File: config.mk
export PLATFORM = sky130hd
export DESIGN_NAME = addr_mod_seq
export DESIGN_NICKNAME = d
export VERILOG_FILES = /design/src/rtl/amod_pkg.sv /design/src/rtl/amod_index_src.sv /design/src/rtl/amod_seq.sv /design/src/rtl/addr_mod_seq.sv
export SDC_FILE = /design/constraint.sdc
export NUM_CORES = 1
export LEC_CHECK = 0
export ABC_CLOCK_PERIOD_IN_PS = 3400
export BUFFER_PORTS_ARGS = -buffer_cell sky130_fd_sc_hd__buf_4
export CELL_PAD_IN_SITES_DETAIL_PLACEMENT = 1
export CELL_PAD_IN_SITES_GLOBAL_PLACEMENT = 2
export CORE_ASPECT_RATIO = 0.8
export CORE_MARGIN = 3
export CORE_UTILIZATION = 31
export DETAILED_ROUTE_END_ITERATION = 7
export GPL_TIMING_DRIVEN = 0
export PLACE_DENSITY = 0.91
export SLEW_MARGIN = 20
export SYNTH_ARGS = -nofsm -noshare
export SYNTH_HDL_FRONTEND = slang
export SYNTH_SLANG_ARGS = --single-unit
File: constraint.sdc
create_clock -name clk -period 3.4 [get_ports clk]
set_input_delay 0.68 -clock clk [delete_from_list [all_inputs] [get_ports clk]]
set_output_delay 0.68 -clock clk [all_outputs]
set_load 0.01 [all_outputs]
File: src/rtl/amod_pkg.sv
package amod_pkg;
  localparam int CHAR_W     = 6;
  localparam int ADDR_CHARS = 3;
  localparam int AW         = CHAR_W * ADDR_CHARS;
  localparam int DIG_W      = 3;

  typedef enum logic [2:0] {
    PH_IDLE, PH_DECODE, PH_MOD_A, PH_MOD_B, PH_STORE
  } phase_e;

  typedef enum logic [1:0] {
    SRC_NONE, SRC_MEM, SRC_PC, SRC_T
  } src_e;

  // Memory-resident index slots follow 101 + 10*digit, except digit 2.
  function automatic logic [AW-1:0] slot_base(input logic [DIG_W-1:0] d);
    if (d == 3'd2) return AW'(221);
    return AW'(101 + 10 * int'(d));
  endfunction

  function automatic src_e digit_src(input logic [DIG_W-1:0] d);
    case (d)
      3'd0:    return SRC_NONE;
      3'd4:    return SRC_PC;
      3'd6:    return SRC_T;
      default: return SRC_MEM;
    endcase
  endfunction
endpackage

File: src/rtl/amod_index_src.sv
module amod_index_src
  import amod_pkg::*;
(
  input  logic [DIG_W-1:0] digit,
  input  logic [AW-1:0]    pc_q,
  input  logic [AW-1:0]    t_q,
  input  logic [AW-1:0]    mem_data,
  output src_e             src,
  output logic [AW-1:0]    slot_addr,
  output logic [AW-1:0]    idx
);
  always_comb begin
    src       = digit_src(digit);
    slot_addr = slot_base(digit);
    case (src)
      SRC_PC:  idx = pc_q;
      SRC_T:   idx = t_q;
      SRC_MEM: idx = mem_data;
      default: idx = '0;
    endcase
  end
endmodule

File: src/rtl/amod_seq.sv
module amod_seq
  import amod_pkg::*;
#(
  parameter int DEC_TICKS   = 2,
  parameter int MOD_TICKS   = 6,
  parameter int STORE_TICKS = 1
) (
  input  logic             clk,
  input  logic             rst_n,
  input  logic             start,
  input  logic [DIG_W-1:0] dig_a_in,
  input  logic [DIG_W-1:0] dig_b_in,
  input  logic             store_in,
  input  logic             idx_avail,
  output logic             accept,
  output logic             busy,
  output logic             done,
  output logic             in_mod_b,
  output logic             idx_wait,
  output logic             take_idx,
  output logic [DIG_W-1:0] cur_digit
);
  localparam int MAXT = (MOD_TICKS > DEC_TICKS)
                        ? ((MOD_TICKS > STORE_TICKS) ? MOD_TICKS : STORE_TICKS)
                        : ((DEC_TICKS > STORE_TICKS) ? DEC_TICKS : STORE_TICKS);
  localparam int CW = $clog2(MAXT + 1);

  phase_e           ph_q, ph_n, follow;
  logic [CW-1:0]    cnt_q, cnt_n;
  logic             have_q, have_n;
  logic [DIG_W-1:0] dig_a_q, dig_b_q;
  logic             store_q;
  logic             in_mod, phase_end;

  function automatic logic [CW-1:0] last_tick(input phase_e p);
    case (p)
      PH_DECODE:          return CW'(DEC_TICKS - 1);
      PH_MOD_A, PH_MOD_B: return CW'(MOD_TICKS - 1);
      PH_STORE:           return CW'(STORE_TICKS - 1);
      default:            return '0;
    endcase
  endfunction

  // Phase that follows the current one once it ends.
  always_comb begin
    case (ph_q)
      PH_DECODE: follow = (dig_a_q != '0) ? PH_MOD_A :
                          (dig_b_q != '0) ? PH_MOD_B :
                          store_q ? PH_STORE : PH_IDLE;
      PH_MOD_A:  follow = (dig_b_q != '0) ? PH_MOD_B :
                          store_q ? PH_STORE : PH_IDLE;
      PH_MOD_B:  follow = store_q ? PH_STORE : PH_IDLE;
      default:   follow = PH_IDLE;
    endcase
  end

  always_comb begin
    ph_n      = ph_q;
    cnt_n     = cnt_q;
    have_n    = have_q;
    in_mod    = (ph_q == PH_MOD_A) || (ph_q == PH_MOD_B);
    in_mod_b  = (ph_q == PH_MOD_B);
    busy      = (ph_q != PH_IDLE);
    accept    = (ph_q == PH_IDLE) && start;
    idx_wait  = in_mod && !have_q;
    take_idx  = idx_wait && idx_avail;
    phase_end = busy && (cnt_q == '0) && (!in_mod || have_q);
    done      = phase_end && (follow == PH_IDLE);
    cur_digit = in_mod_b ? dig_b_q : dig_a_q;
    if (take_idx) have_n = 1'b1;
    if (accept) begin
      ph_n  = PH_DECODE;
      cnt_n = last_tick(PH_DECODE);
    end else if (phase_end) begin
      ph_n   = follow;
      cnt_n  = last_tick(follow);
      have_n = 1'b0;
    end else if (cnt_q != '0) begin
      cnt_n = cnt_q - 1'b1;
    end
  end

  always_ff @(posedge clk or negedge rst_n) begin
    if (!rst_n) begin
      ph_q   <= PH_IDLE;
      cnt_q  <= '0;
      have_q <= 1'b0;
    end else begin
      ph_q   <= ph_n;
      cnt_q  <= cnt_n;
      have_q <= have_n;
    end
  end

  always_ff @(posedge clk or negedge rst_n) begin
    if (!rst_n) begin
      dig_a_q <= '0;
      dig_b_q <= '0;
      store_q <= 1'b0;
    end else if (accept) begin
      dig_a_q <= dig_a_in;
      dig_b_q <= dig_b_in;
      store_q <= store_in;
    end
  end
endmodule

File: src/rtl/addr_mod_seq.sv
module addr_mod_seq
  import amod_pkg::*;
#(
  parameter int DEC_TICKS   = 2,
  parameter int MOD_TICKS   = 6,
  parameter int STORE_TICKS = 1
) (
  input  logic            clk,
  input  logic            rst_n,
  input  logic            start,
  input  logic [AW-1:0]   a_field,
  input  logic [AW-1:0]   b_field,
  input  logic [CHAR_W-1:0] n_field,
  input  logic            store_en,
  input  logic [AW-1:0]   pc_val,
  input  logic [AW-1:0]   t_val,
  output logic            mem_rd_req,
  output logic [AW-1:0]   mem_rd_addr,
  input  logic            mem_rd_valid,
  input  logic [AW-1:0]   mem_rd_data,
  output logic            busy,
  output logic            done,
  output logic [AW-1:0]   eff_a,
  output logic [AW-1:0]   eff_b
);
  localparam int DA_MSB = CHAR_W - 1;
  localparam int DB_MSB = DIG_W - 1;

  logic [1:0]       rs_q;
  logic             rst_s_n;
  logic             accept, in_mod_b, idx_wait, take_idx, idx_avail;
  logic [DIG_W-1:0] cur_digit;
  src_e             src;
  logic [AW-1:0]    idx, slot_addr;
  logic [AW-1:0]    a_q, b_q, pc_q, t_q, a_d, b_d;
  logic             a_en, b_en;

  // Reset: asserted asynchronously, released on a clock edge.
  always_ff @(posedge clk or negedge rst_n) begin
    if (!rst_n) rs_q <= 2'b00;
    else        rs_q <= {rs_q[0], 1'b1};
  end
  assign rst_s_n = rs_q[1];

  amod_seq #(
    .DEC_TICKS(DEC_TICKS), .MOD_TICKS(MOD_TICKS), .STORE_TICKS(STORE_TICKS)
  ) u_seq (
    .clk       (clk),
    .rst_n     (rst_s_n),
    .start     (start),
    .dig_a_in  (n_field[DA_MSB -: DIG_W]),
    .dig_b_in  (n_field[DB_MSB -: DIG_W]),
    .store_in  (store_en),
    .idx_avail (idx_avail),
    .accept    (accept),
    .busy      (busy),
    .done      (done),
    .in_mod_b  (in_mod_b),
    .idx_wait  (idx_wait),
    .take_idx  (take_idx),
    .cur_digit (cur_digit)
  );

  amod_index_src u_src (
    .digit     (cur_digit),
    .pc_q      (pc_q),
    .t_q       (t_q),
    .mem_data  (mem_rd_data),
    .src       (src),
    .slot_addr (slot_addr),
    .idx       (idx)
  );

  always_comb begin
    idx_avail   = (src == SRC_PC) || (src == SRC_T) ||
                  ((src == SRC_MEM) && mem_rd_valid);
    mem_rd_req  = idx_wait && (src == SRC_MEM);
    mem_rd_addr = slot_addr;
    a_en        = accept || (take_idx && !in_mod_b);
    b_en        = accept || (take_idx && in_mod_b);
    a_d         = accept ? a_field : a_q + idx;
    b_d         = accept ? b_field : b_q + idx;
  end

  always_ff @(posedge clk or negedge rst_s_n) begin
    if (!rst_s_n) a_q <= '0;
    else if (a_en) a_q <= a_d;
  end

  always_ff @(posedge clk or negedge rst_s_n) begin
    if (!rst_s_n) b_q <= '0;
    else if (b_en) b_q <= b_d;
  end

  always_ff @(posedge clk or negedge rst_s_n) begin
    if (!rst_s_n) begin
      pc_q <= '0;
      t_q  <= '0;
    end else if (accept) begin
      pc_q <= pc_val;
      t_q  <= t_val;
    end
  end

  assign eff_a = a_q;
  assign eff_b = b_q;
endmodule

==> Word level (Yosys, flattened, before mapping) <==
Cells that the tools add are included.
{ "totals": {"inputBits": 101, "regBits": 88, "wordCells": 79, "output_inout_bits": 57} }
{ "op_classes": {"eq_ne": 12, "mux": 21, "n_reduce_logical": 30, "mul": 1, "n_addsub": 4} }
{ "ops": {"columns": ["operator", "n"], "rows": [
  ["$mux W18", 4],
  ["$pmux W18 S3", 1],
  ["$add A18 B18 Y18", 2],
  ["$mux W3", 9],
  ["$add A8 B18 Y18 const A", 1],
  ["$eq A3 B2 Y1 const B", 5],
  ["$reduce_bool A3 Y1", 5],
  ["$logic_not A3 Y1", 4],
  ["$logic_and A1 B1 Y1", 10],
  ["$pmux W3 S3", 1],
  ["$eq A3 B1 Y1 const B", 2],
  ["$eq A3 B3 Y1 const B", 2],
  ["$logic_or A1 B1 Y1", 6],
  ["$mul A3 B3 Y6 const A", 1],
  ["$pmux W2 S3", 1],
  ["$pmux W3 S2", 1],
  ["$eq A2 B2 Y1 const B", 2],
  ["$mux W1", 4],
  ["$logic_not A1 Y1", 3],
  ["$sub A3 B1 Y3 const B", 1],
  ["$eq A2 B1 Y1 const B", 1],
  ["$reduce_bool A2 Y1", 1],
  ["$reduce_or A2 Y1", 1]
]} }

==> Longest topological paths before layout <==
{ "depth": {"depth_word": 11, "depth_mapped": 18, "mapped_depth_nobuf": 16} }

==> By module <==
A second synthesis with hierarchy kept.
{ "unflattened": {"hier_cells": 656, "area_unflattened_um2": 6236.0} }
{ "modules_own_cells": {"columns": ["mod", "cells_each", "n_inst", "seq_area_each_um2", "area_per_inst_um2"], "rows": [
  ["addr_mod_seq", 476, 1, 1851.8, 4630.7],
  ["amod_seq", 69, 1, 350.3, 805.8],
  ["amod_index_src", 111, 1, 0.0, 799.5]
]} }

==> Worst setup path after synthesis <==
OpenSTA, ideal clock, no wires.
{ "synth_timing": {"path_kind": "reg2reg", "from": "register u_seq.ph_q[1]", "to": "register a_q[16], in the netlist eff_a[16]", "setup_slack_ns": -0.455, "synth_period_minus_slack_ns": 3.855, "t_arrival_ns": 3.719, "path_stages_with_launch": 19, "setup_time_ns": 0.136, "path_cell_list": "dfrtp_1 > clkbuf_2 > nand3b_4 > buf_6 > mux2i_1 > clkbuf_1 > mux2i_1 > o21ai_0 > ha_1 > a21oi_1 > nor2b_1 > o21ai_0 > nand2b_1 > a21o_1 > a221oi_2 > o21ai_1 > o41ai_2 > mux2i_1 > a21oi_1"} }
{ "synth_between": {"elab_chain_len": 10} }
{ "synth_lines": {"columns": ["element", "line", "text"], "rows": [
  ["start: declaration", "amod_seq.sv:28", "phase_e ph_q, ph_n, follow;"],
  ["start signal: assignment", "amod_seq.sv:89", "ph_q <= ph_n;"],
  ["parallel branches: the longest is 10 deep, another holds $add A18 B18 Y18", null, null],
  ["end signal: assignment", "addr_mod_seq.sv:86", "if (!rst_s_n) a_q <= '0;"],
  ["end signal: assignment", "addr_mod_seq.sv:87", "else if (a_en) a_q <= a_d;"],
  ["end: declaration", "addr_mod_seq.sv:35", "logic [AW-1:0] a_q, b_q, pc_q, t_q, a_d, b_d;"]
]} }
Several ways; the timed one is not identified.
A chain may end at the register's enable or synchronous reset.

==> Final worst setup path <==
{ "layout_timing": {"from": "register u_seq.ph_q[2]", "to": "register a_q[17], in the netlist eff_a[17]"} }
The elaborated chain is that of the path after synthesis.

==> key figures <==
Floorplan
  • Placement Rows: 45
  • Initial Util: a little under a third
  • Die ar.: between 20000 and 25000 um^2
  • Core Area: around 19000 um^2
  • IO Pins: about 160
  • Die Width: between 150 and 200 um
  • Die height: between 100 and 150 um

STA
  • Tmin final: around 3.7 ns
  • FMAX: 0.271 GHz
  • RSZ-0062 raised after global routing: true
  • Fin crit share: 109%
  • Slack of the critical path: -0.294 ns
  • Worst Skew: roughly 0.0056 ns
  • Hold Fails Final Rpt: 0
  • Final setup viols: 19
  • Relative slew slack: about a third
  • Max-slew violation count: 0
  • Hold slack: 0.0875 ns
  • Worst Max-Slew Pin Slew: between 0.9 and 1 ns

Finish
  • Syn-to-layout area delta: 47.1%
  • # fillers: ~2200
  • Reg area: about 2200 um^2
  • Layout net count: around 1100
  • ANT cells: 0
  • Fin cells: around 1200
  • Multi-input logic area: between 4000 and 5000 um^2
  • Layout cell share with drive strength beyond 1: between 30% and 40%

Status
  • Outcome: complete, but fails checks
  • Failing checks: negative setup slack

CTS
  • Hold Buf Count CTS: 0
  • CTS Buf Count: 9
  • Clock Latency Late Sink: 0.36 ns
  • TritonCTS clock tree: built
  • # clock sinks: between 80 and 90
  • H-tree depth: 3
  • Clk slew on worst S/H paths: approximately 0.07 ns
  • Root Driver: clkbuf_16
  • Max Buffers Root-to-Sink: 2

Route
  • Drt first pass iters: 4
  • Antenna-violating nets left: 0
  • Detailed-route wire length: about 23000 um
  • Routed wire per std cell: around 19 um
  • Iter 0 DRT Violations: between 200 and 300
  • Vias per cell: approximately 5.0
  • DRC: 0
  • Via count: 6090

Placed design
  • Placer Congestion: 0.858
  • HPWL after DPL: between 15000 and 20000 um
  • I/O Buffers: 146
  • # placed instances: 1154

GRT
  • Grt total ovfl: 0
  • First-pass GRT wire length: 34300 um
  • Global Route Usage Sum: 20.8%
  • Vias in the first global route: about 6300
  • Antenna violations before repair: 0
  • Largest net degree at the start of global routing: 45

Logic synthesis
  • Number of flops mapped to enable cells by yosys: 0
  • Unique cell type count in the Yosys netlist: between 60 and 70
  • Syn Std Cell Area: 6050 um^2
  • Ys flop type: dfrtp_1
  • Syn_area_per_cell: between 8 and 9 um^2
  • Seq/Total Area, Yosys: 36.4%
  • Syn. warnings: 0
  • Cells after Synth: roughly 740
  • Flop and latch count out of synthesis: 88
  • Ys async rst share: between 90% and 100%

Critical path
  • Critical path class: flop to flop
  • WP data required: roughly 3.7 ns
  • Maximum fanout along the worst path: 5
  • Worst setup EP type: flop
  • Startpoint Class: flop
  • CP arrival: 3.96 ns

Power
  • PD cells: about 1300 nW/um^2
  • Leak: between 4 and 5 nW
  • VDD IR max: approximately 0.44 mV

Run
  • Max-cap violations: 0

Min path
  • Hold WC Path Type: input port to async pin
cells by family after synthesis:
group	synth area share (%)
and+or+nand+nor	23.0
muxes	5.29
buffers and inverters	4.82
DFF	36.4
AOI/OAI and AO/OA	18.3
adders and majority gates	7.36
other	0.124
xor gates and xnor gates	4.77
synth_stat cells, types with 4 or more instances:
master | n | share of area [%]
nand3_1 | 9 | 0.74
xor2_1 | 11 | 1.6
nor2_1 | 47 | 2.9
mux2_2 | 6 | 1.1
nor3_1 | 11 | 0.91
o21a_1 | 4 | 0.50
inv_1 | 14 | 0.87
or3_1 | 4 | 0.41
o22ai_1 | 6 | 0.62
or2_2 | 4 | 0.41
buf_4 | 11 | 1.4
dfrtp_1 | 88 | 36
nand2b_1 | 11 | 1.1
a21o_1 | 12 | 1.5
a21oi_1 | 50 | 4.1
clkbuf_1 | 33 | 2.0
o31ai_1 | 6 | 0.74
xnor2_1 | 22 | 3.2
and3_1 | 11 | 1.1
mux2i_1 | 23 | 3.8
ha_1 | 34 | 7.0
o21ai_0 | 45 | 3.7
nor2b_1 | 8 | 0.83
a31oi_1 | 14 | 1.4
nand2_1 | 191 | 12
routing by layer:
metal | wire, um | GRT usage [%]
met1 | 11000 | 29.7
met2 | 10800 | 33.2
met3 | 1100 | 3.69
met4 | 241 | 4.41
met5 | 0 | 0
flip-flops by register name, indices dropped and copies added, names as in the netlist:
signal,count
u_seq.ph_q,3
u_seq.dig_a_q,3
rs_q,2
pc_q,18
u_seq.cnt_q,3
u_seq.store_q,1
eff_b,18
u_seq.dig_b_q,3
u_seq.have_q,1
t_q,18
eff_a,18
timing repair:
| item | in CTS | in global routing |
|---|---|---|
| buffers inserted | 26 | 18 |
| resized for setup | 85 | 86 |
| endpoints found under the setup margin | 29 | 26 |
| cloned | 1 | 0 |
| pin swaps | 39 | 56 |
layout by cell type (no fill, tap or decap), drive strengths merged, types with 15 or more instances in the layout:
| cell type | n |
|---|---|
| clkbuf | 39 |
| a21oi | 50 |
| xnor2 | 22 |
| buf | 207 |
| nand2 | 191 |
| o21ai | 48 |
| ha | 34 |
| nor2 | 47 |
| a31oi | 15 |
| mux2i | 24 |
| inv | 17 |
| dfrtp | 88 |
critical path, stage by stage (launching register included):
cell and delay, ns:
dfrtp_1 0.40, nand3b_4 0.19, buf_12 0.15, mux2i_4 0.19
buf_4 0.17, buf_8 0.13, mux2i_4 0.18, o21ai_4 0.20
ha_4 0.24, and4_2 0.25, and3_1 0.19, a211o_1 0.26
a41o_1 0.23, o211ai_1 0.23, and4_1 0.27, nor2_1 0.07
a211oi_1 0.24
worst paths after layout:
| check | start | to | slack (ns) | cells after the start |
|---|---|---|---|---|
| max in group asynchronous | rs_q[1] | u_seq.ph_q[1] | 2.41 | 1 |
| hold reg to reg | rs_q[1] | t_q[17] | 0.34 | 0 |
| setup / recovery | u_seq.ph_q[2] | eff_a[17] | -0.29 | 16 |
| min in group clk | rs_q[0] | rs_q[1] | 0.35 | 0 |
| setup reg to reg | u_seq.ph_q[2] | eff_a[17] | -0.29 | 16 |
| hold / removal | rst_n | rs_q[1] | 0.09 | 1 |
metrics by stage:
stage                     setup TNS (ns)  total power [mW]  area (um^2)  worst slack [ns]  utilization (%)
after floorplan                  -0.0653              6.15         6150           -0.0415                -
after global placement            -52.33              7.82         7560            -0.718             39.6
after detailed placement          -10.82              7.98         7600            -0.743             39.8
after CTS                          -2.97              10.2         8450            -0.350             44.3
after global routing               -5.03              12.1         8900            -0.414             46.6
final                              -1.60              11.3         8900            -0.294             46.6
layout make-up:
class	instances	share of cell area, %
buffer	45	2.87
clock buffer	10	2.57
clock inverter	6	0.843
inverter	14	0.590
multi-input combinational	599	47.7
sequential	88	24.8
tap	258	3.63
timing repair buffer	191	17.0
where the power goes:
part           switching [mW]  internal [mW]  total (mW)
clock                   0.479          0.583        1.06
combinational            4.28           3.87        8.16
sequential              0.524           1.53        2.06
Note: power is estimated with default switching activity, not from simulation.
